`config.mk`:
```
export PLATFORM = sky130hd
export DESIGN_NAME = jtag_dr_unit
export DESIGN_NICKNAME = d
export VERILOG_FILES = /design/src/rtl/jtag_dr_pkg.sv /design/src/rtl/jtag_ir_dec.sv /design/src/rtl/jtag_id_byp.sv /design/src/rtl/jtag_bsr.sv /design/src/rtl/jtag_dr_unit.sv
export SDC_FILE = /design/constraint.sdc
export NUM_CORES = 1
export LEC_CHECK = 0
export BUFFER_PORTS_ARGS = -buffer_cell sky130_fd_sc_hd__clkbuf_2
export CELL_PAD_IN_SITES_DETAIL_PLACEMENT = 2
export CELL_PAD_IN_SITES_GLOBAL_PLACEMENT = 2
export CORE_ASPECT_RATIO = 1.5
export CORE_MARGIN = 1
export CORE_UTILIZATION = 38
export DETAILED_ROUTE_END_ITERATION = 16
export PLACE_DENSITY = 0.81
export SETUP_SLACK_MARGIN = 0.5
export SYNTH_ARGS = -nofsm -noshare
export SYNTH_HDL_FRONTEND = slang
export SYNTH_HIERARCHICAL = 1
export SYNTH_SLANG_ARGS = --single-unit
export TNS_END_PERCENT = 20
```
`constraint.sdc`:
```
create_clock -name tck_i -period 3.5 [get_ports tck_i]
set_input_delay 0.525 -clock tck_i [delete_from_list [all_inputs] [get_ports tck_i]]
set_output_delay 0.525 -clock tck_i [all_outputs]
set_load 0.005 [all_outputs]
```
`src/rtl/jtag_dr_pkg.sv`:
```
`timescale 1ns/1ps
package jtag_dr_pkg;
  typedef enum logic [2:0] {
    OP_EXTEST = 3'b000,
    OP_SAMPLE = 3'b001,
    OP_IDCODE = 3'b010,
    OP_HIGHZ  = 3'b011,
    OP_CLAMP  = 3'b100,
    OP_BYPASS = 3'b111
  } op_e;

  localparam logic [10:0] MFR_CODE = 11'b00010100001;

  // undefined codes fold onto bypass
  function automatic op_e op_norm(input logic [2:0] code);
    case (code)
      3'b000:  return OP_EXTEST;
      3'b001:  return OP_SAMPLE;
      3'b010:  return OP_IDCODE;
      3'b011:  return OP_HIGHZ;
      3'b100:  return OP_CLAMP;
      default: return OP_BYPASS;
    endcase
  endfunction
endpackage

```
`src/rtl/jtag_ir_dec.sv`:
```
`timescale 1ns/1ps
module jtag_ir_dec
  import jtag_dr_pkg::*;
(
  input  logic       tck_i,
  input  logic       rst_ni,
  input  logic       tlr_i,
  input  logic       update_ir_i,
  input  logic [2:0] instr_i,
  output op_e        active_o,
  output logic       sel_bsr_o,
  output logic       sel_id_o,
  output logic       sel_byp_o,
  output logic       drive_bsr_o,
  output logic       hiz_o
);
  op_e act_q;

  always_ff @(posedge tck_i or negedge rst_ni) begin
    if (!rst_ni)          act_q <= OP_IDCODE;
    else if (tlr_i)       act_q <= OP_IDCODE;
    else if (update_ir_i) act_q <= op_norm(instr_i);
  end

  always_comb begin
    sel_bsr_o   = (act_q == OP_SAMPLE) || (act_q == OP_EXTEST);
    sel_id_o    = (act_q == OP_IDCODE);
    sel_byp_o   = !sel_bsr_o && !sel_id_o;
    drive_bsr_o = (act_q == OP_EXTEST) || (act_q == OP_CLAMP);
    hiz_o       = (act_q == OP_HIGHZ);
  end

  assign active_o = act_q;

  p_tlr_idcode_r6: assert property (@(posedge tck_i) disable iff (!rst_ni)
    tlr_i |=> (active_o == OP_IDCODE));
  p_ir_hold_r1: assert property (@(posedge tck_i) disable iff (!rst_ni)
    (!tlr_i && !update_ir_i) |=> $stable(active_o));
endmodule

```
`src/rtl/jtag_id_byp.sv`:
```
`timescale 1ns/1ps
module jtag_id_byp #(
  parameter logic [31:0] ID_WORD = 32'h0
) (
  input  logic tck_i,
  input  logic rst_ni,
  input  logic sel_id_i,
  input  logic sel_byp_i,
  input  logic capture_dr_i,
  input  logic shift_dr_i,
  input  logic tdi_i,
  output logic id_lsb_o,
  output logic byp_o
);
  logic [31:0] id_sr;
  logic        byp_q;

  always_ff @(posedge tck_i or negedge rst_ni) begin
    if (!rst_ni) id_sr <= ID_WORD;
    else if (sel_id_i && capture_dr_i) id_sr <= ID_WORD;
    else if (sel_id_i && shift_dr_i)   id_sr <= {tdi_i, id_sr[31:1]};
  end

  always_ff @(posedge tck_i or negedge rst_ni) begin
    if (!rst_ni) byp_q <= 1'b0;
    else if (sel_byp_i && capture_dr_i) byp_q <= 1'b0;
    else if (sel_byp_i && shift_dr_i)   byp_q <= tdi_i;
  end

  assign id_lsb_o = id_sr[0];
  assign byp_o    = byp_q;

  p_id_capture_r5: assert property (@(posedge tck_i) disable iff (!rst_ni)
    (sel_id_i && capture_dr_i) |=> (id_sr == ID_WORD));
  p_byp_capture_r4: assert property (@(posedge tck_i) disable iff (!rst_ni)
    (sel_byp_i && capture_dr_i) |=> !byp_o);
endmodule

```
`src/rtl/jtag_bsr.sv`:
```
`timescale 1ns/1ps
module jtag_bsr #(
  parameter int NUM_PINS = 8
) (
  input  logic                tck_i,
  input  logic                rst_ni,
  input  logic                tlr_i,
  input  logic                sel_i,
  input  logic                capture_dr_i,
  input  logic                shift_dr_i,
  input  logic                update_dr_i,
  input  logic                tdi_i,
  input  logic [NUM_PINS-1:0] pin_in_i,
  output logic                lsb_o,
  output logic [NUM_PINS-1:0] upd_o
);
  localparam int TOP = NUM_PINS - 1;

  logic [NUM_PINS-1:0] sr_q, upd_q;
  logic [NUM_PINS:0]   chain;

  assign chain[NUM_PINS] = tdi_i;

  for (genvar i = 0; i < NUM_PINS; i++) begin : g_cell
    assign chain[i] = sr_q[i];

    always_ff @(posedge tck_i or negedge rst_ni) begin
      if (!rst_ni) sr_q[i] <= 1'b0;
      else if (sel_i && capture_dr_i) sr_q[i] <= pin_in_i[i];
      else if (sel_i && shift_dr_i)   sr_q[i] <= chain[i+1];
    end

    always_ff @(posedge tck_i or negedge rst_ni) begin
      if (!rst_ni)                    upd_q[i] <= 1'b0;
      else if (tlr_i)                 upd_q[i] <= 1'b0;
      else if (sel_i && update_dr_i)  upd_q[i] <= sr_q[i];
    end
  end

  assign lsb_o = sr_q[0];
  assign upd_o = upd_q;

  p_upd_hold_r10: assert property (@(posedge tck_i) disable iff (!rst_ni)
    (!update_dr_i && !tlr_i) |=> $stable(upd_o));
  p_upd_clear_r6: assert property (@(posedge tck_i) disable iff (!rst_ni)
    tlr_i |=> (upd_o == '0));
  p_shift_in_r2: assert property (@(posedge tck_i) disable iff (!rst_ni)
    (sel_i && shift_dr_i && !capture_dr_i) |=> (sr_q[TOP] == $past(tdi_i)));
endmodule

```
`src/rtl/jtag_dr_unit.sv`:
```
`timescale 1ns/1ps
module jtag_dr_unit
  import jtag_dr_pkg::*;
#(
  parameter int          NUM_PINS = 8,
  parameter int          CHANNELS = 4,
  parameter logic [3:0]  REVISION = 4'h1
) (
  input  logic                tck_i,
  input  logic                rst_ni,
  input  logic                tlr_i,
  input  logic                capture_dr_i,
  input  logic                shift_dr_i,
  input  logic                update_dr_i,
  input  logic                update_ir_i,
  input  logic [2:0]          instr_i,
  input  logic                tdi_i,
  output logic                tdo_o,
  output logic                tdo_oe_o,
  input  logic [NUM_PINS-1:0] core_val_i,
  input  logic [NUM_PINS-1:0] core_oe_i,
  input  logic [NUM_PINS-1:0] pin_in_i,
  output logic [NUM_PINS-1:0] pin_val_o,
  output logic [NUM_PINS-1:0] pin_oe_o
);
  localparam logic [15:0] DEV_CODE = 16'h002B + 16'(CHANNELS);
  localparam logic [31:0] ID_WORD  = {REVISION, DEV_CODE, MFR_CODE, 1'b1};

  op_e                 active;
  logic                sel_bsr, sel_id, sel_byp, drive_bsr, hiz;
  logic                id_lsb, byp_bit, bsr_lsb, tdo_d;
  logic [NUM_PINS-1:0] bsr_upd;

  jtag_ir_dec u_dec (
    .tck_i       (tck_i),
    .rst_ni      (rst_ni),
    .tlr_i       (tlr_i),
    .update_ir_i (update_ir_i),
    .instr_i     (instr_i),
    .active_o    (active),
    .sel_bsr_o   (sel_bsr),
    .sel_id_o    (sel_id),
    .sel_byp_o   (sel_byp),
    .drive_bsr_o (drive_bsr),
    .hiz_o       (hiz)
  );

  jtag_id_byp #(.ID_WORD(ID_WORD)) u_idb (
    .tck_i        (tck_i),
    .rst_ni       (rst_ni),
    .sel_id_i     (sel_id),
    .sel_byp_i    (sel_byp),
    .capture_dr_i (capture_dr_i),
    .shift_dr_i   (shift_dr_i),
    .tdi_i        (tdi_i),
    .id_lsb_o     (id_lsb),
    .byp_o        (byp_bit)
  );

  jtag_bsr #(.NUM_PINS(NUM_PINS)) u_bsr (
    .tck_i        (tck_i),
    .rst_ni       (rst_ni),
    .tlr_i        (tlr_i),
    .sel_i        (sel_bsr),
    .capture_dr_i (capture_dr_i),
    .shift_dr_i   (shift_dr_i),
    .update_dr_i  (update_dr_i),
    .tdi_i        (tdi_i),
    .pin_in_i     (pin_in_i),
    .lsb_o        (bsr_lsb),
    .upd_o        (bsr_upd)
  );

  always_comb begin
    if (sel_bsr)     tdo_d = bsr_lsb;
    else if (sel_id) tdo_d = id_lsb;
    else             tdo_d = byp_bit;
  end

  // serial output moves on the falling edge
  always_ff @(negedge tck_i or negedge rst_ni) begin
    if (!rst_ni) begin
      tdo_o    <= 1'b0;
      tdo_oe_o <= 1'b0;
    end else begin
      tdo_o    <= tdo_d;
      tdo_oe_o <= shift_dr_i;
    end
  end

  for (genvar i = 0; i < NUM_PINS; i++) begin : g_pin
    assign pin_val_o[i] = drive_bsr ? bsr_upd[i] : core_val_i[i];
    assign pin_oe_o[i]  = hiz ? 1'b0 : (drive_bsr ? 1'b1 : core_oe_i[i]);
  end

  p_extest_drive_r3: assert property (@(posedge tck_i) disable iff (!rst_ni)
    (active == OP_EXTEST) |-> (&pin_oe_o && pin_val_o == bsr_upd));
  p_highz_float_r7: assert property (@(posedge tck_i) disable iff (!rst_ni)
    (active == OP_HIGHZ) |-> (pin_oe_o == '0));
  p_clamp_stable_r8: assert property (@(posedge tck_i) disable iff (!rst_ni)
    ((active == OP_CLAMP) && !update_ir_i && !tlr_i) |=> $stable(pin_val_o));
endmodule

```
# Word-level counts from Yosys, hierarchy flattened

Index checks and enable logic that the tools add are counted.

Add/sub/neg operators: 0
$mul: 0
Divide/modulo/power cells: 0
Order comparisons: 0
Equal/unequal tests: 8
Shifts and indexed selects: 0
Multiplexer cells: 65
Bitwise operators: 0
Reduce and logical (&&, ||, !) cells: 19

Operators by type and width:

| operator             | count |
|---|---|
| $mux W32             | 2 |
| $mux W1              | 60 |
| $pmux W3 S5          | 1 |
| $eq A3 B2 Y1 const B | 4 |
| $reduce_bool A2 Y1   | 5 |
| $logic_and A1 B1 Y1  | 8 |
| $eq A3 B1 Y1 const B | 2 |
| $eq A3 B3 Y1 const B | 2 |
| $logic_not A3 Y1     | 2 |
| $mux W3              | 2 |
| $logic_not A1 Y1     | 2 |
| $logic_or A1 B1 Y1   | 2 |

Flip-flop bits (word level): 54
Latch bits: 0
RAM bits: 0
Memory bits (read-only): 0
Input bits: 35
Output and inout port bits: 18
Word-level logic and storage cells: 113
Memories kept: 0

# Depth between registers and ports, before layout

Depth after elaboration: 7
Depth in mapped cells: 5
Mapped depth without buffers: 3

# Modules after synthesis

The synthesis kept the hierarchy.

By module, submodules not included:

| module       | times used | cells each | area each (sq um) | sequential area each (sq um) |
|---|---|---|---|---|
| jtag_id_byp  | 1          | 173        | 1848.0            | 838.3 |
| jtag_bsr     | 1          | 82         | 815.8             | 400.4 |
| jtag_dr_unit | 1          | 32         | 256.5             | 50.0 |
| jtag_ir_dec  | 1          | 17         | 161.4             | 76.3 |

==> impl_metrics.env <==
export IMPL_crit_type="flop to output pin"
export IMPL_tns_ns=0
export IMPL_placed_area_sq_mm=0.00335
export IMPL_synth_area_sq_mm=0.00308
export IMPL_hold_viol=0
export IMPL_holdCritPathClass="primary input to async pin"
export IMPL_slowest_delay_ns=0.38
export IMPL_final_layout_size_suffix_gt1_frac=0.359
export IMPL_ant_nets=0
export IMPL_status="completed"
export IMPL_ys_seq_area_frac=0.443
export IMPL_initial_core_util=0.397
export IMPL_die_height_um=112
export IMPL_grt_setup_unrepaired="true"
export IMPL_startpoint_type="flop"
export IMPL_dpl_worst_slack_ns=0.494
export IMPL_drc=0
export IMPL_root_buffer="clkbuf_16"
export IMPL_drt_iter0_drc=69
export IMPL_cap_violations=0
export IMPL_setup_viol=0
export IMPL_clock_skew_ns=0.0206
export IMPL_mappedNetlistNets=339
export IMPL_cts_tree="yes"
export IMPL_grt_max_degree=56
export IMPL_synth_top_area_frac=0.333
export IMPL_syn_inst=304
export IMPL_power_density_mw_per_mm2=463
export IMPL_clkTransAtPathRegs_ns=0.07
export IMPL_clk_latency_ns=0.31
export IMPL_gr_total_overflow=0
export IMPL_boundaryPins=53
export IMPL_rr_startpoint="u_dec/active_o[1]"
export IMPL_via_per_inst=5.46
export IMPL_vias=2441
export IMPL_setup_slack_ns=0.424
export IMPL_register_area_sq_mm=0.00137
export IMPL_yosys_top_cells_area="dfrtp_1, dfstp_2, o221ai_2"
export IMPL_ir_worst_vdd_mv=0.225
export IMPL_die_area_sq_mm=0.00848
export IMPL_startpoint="tdo_oe_o"
export IMPL_die_w_um=75.5
export IMPL_cp_data_required_time_ns=2.97
export IMPL_antenna_found_initial=0
export IMPL_grt_pass1_wl_um=12400
export IMPL_cts_buffers=5
export IMPL_yosysTopAreaCell="dfrtp_1"
export IMPL_postSynthAreaPerCell_sq_um=10.1
export IMPL_diodes=0
export IMPL_hpwlAfterDp_um=5170
export IMPL_ys_ff_latch=54
export IMPL_coreArea_sq_mm=0.00776
export IMPL_num_rows=39
export IMPL_slew_viol_final=0
export IMPL_area_delta_synth_final_pct=13.2
export IMPL_routed_wl_um=7380
export IMPL_multi_input_area_sq_mm=0.00140
export IMPL_use_met3=0.0278
export IMPL_path_buf_inv=1
export IMPL_cp_end_kind="output pin"
export IMPL_final_net_count=379
export IMPL_synthFlopType="dfrtp_1"
export IMPL_gp_congestion=0.672
export IMPL_cpLargestDelayFamily="flip-flops"
export IMPL_synthArstFlopShare=1.00
export IMPL_cp_arrival_ns=2.55
export IMPL_yosysWarnings=6
export IMPL_first_global_vias=2603
export IMPL_port_buffers=52
export IMPL_n_fill_cell=823
export IMPL_fin_area_sq_mm=0.00349
export IMPL_wl_per_cell_um=16.5
export IMPL_first_pass_iters=6
export IMPL_grt_busiest_layer="met2"
export IMPL_crit_fanout=1
export IMPL_cts_setup_buffers=0
export IMPL_htreeDepth=2
export IMPL_synth_enable_flop_cells=0
export IMPL_relSlewSlack=0.534
export IMPL_grt_use_met1=0.205
export IMPL_leakagePower_nw=1.52
export IMPL_clockBufferDepth=2
export IMPL_cts_sinks=54
export IMPL_path_cells="clkbuf_2"
export IMPL_gr_usage_met2=0.365
export IMPL_ctsHoldBuffers=0
export IMPL_slowest_stage="dfrtn_1"
export IMPL_grt_usage=0.189
export IMPL_worst_pin_slew_ns=0.699
export IMPL_synth_cell_types=39
## flip-flops by register name, indices dropped and copies added, names as in the netlist
signal / count
tdo_oe_o: 1
u_idb/byp_o: 1
u_bsr/upd_o: 8
u_bsr/lsb_o: 1
tdo_o: 1
u_bsr/chain: 7
u_dec/active_o: 3
u_idb/id_sr: 32
## Yosys cell counts (all sizes together) (2+ instances only)
cell type / n
dfrtp: 41
inv: 39
nand3: 30
nand2b: 23
buf: 22
o221ai: 22
nor2: 21
or2: 12
a21oi: 11
dfstp: 11
o311a: 10
or3: 10
nor2b: 9
a21bo: 8
a222oi: 8
mux2: 8
clkbuf: 4
dfrtn: 2
mux2i: 2
nand2: 2
o21ai: 2
## routing by layer
metal	share of wire	wire [um]
met5	0	0
met4	0.013	93
met3	0.030	219
met2	0.56	4110
met1	0.40	2960
## final cells by class
class                      count  share of cell area
clock buffer                   8              0.0391
inverter                      39              0.0420
multi-input combinational    185               0.402
sequential                    54               0.391
tap                          102              0.0366
timing repair buffer          59              0.0896
## what timing repair did
item                                    4_1_cts  5_1_grt
pin swaps                                     0        0
endpoints found under the setup margin        3        3
gates resized for setup                       0        1
gates cloned                                  0        0
## worst paths after layout
check	to	slack, ns	depth (start not counted)
worst max-delay path	tdo_oe_o	0.42	1
worst min-delay path	u_bsr/upd_o[0]	0.09	1
worst max register to register	tdo_o	0.52	3
worst min register to register	u_idb/id_sr[30]	0.53	2
max in group asynchronous	tdo_o	1.55	1
min in group tck_i	u_bsr/chain[4]	0.48	3
## cells by family (layout without fill, tap and decap cells)
| logic type | after synthesis | after routing | synth area share |
|---|---|---|---|
| DFF | 54 | 54 | 0.443 |
| buffers and inverters | 65 | 106 | 0.104 |
| muxes | 10 | 10 | 0.0382 |
| AOI/OAI and AO/OA | 64 | 64 | 0.217 |
| and+or+nand+nor | 111 | 111 | 0.198 |
## where the power goes
part	leakage, nW	switching, W	internal (W)	total, W
combinational	0.782	0.000176	0.000156	0.000332
sequential	0.670	0.0000727	0.000733	0.000806
clock	0.0652	0.000212	0.000267	0.000479
## worst register-to-register path, stage by stage, from the launching register on
cell	delay (ns)
dfstp_2	0.57
nor3b_2	0.23
mux2i_1	0.20
o21ai_0	0.08
## placed cells by master, fill, tap and decap left out, types with 11 or more instances in the layout
| cell type | count |
|---|---|
| inv_1 | 39 |
| nor2_1 | 21 |
| nand2b_1 | 23 |
| dfstp_2 | 11 |
| o221ai_2 | 19 |
| dfrtp_1 | 41 |
| clkbuf_2 | 51 |
| nand3_1 | 30 |
## through the flow
stage	hold WS, ns	util	instances	total power [W]
after floorplan	0.229	-	304	0.00104
after CTS	0.0910	0.450	447	0.00165
after global routing	0.102	0.450	447	0.00171
final	0.0903	0.450	447	0.00162
after detailed placement	0.410	0.432	439	0.00116
after global placement	0.409	0.432	439	0.00113
Note: power is estimated with default switching activity, not from simulation.
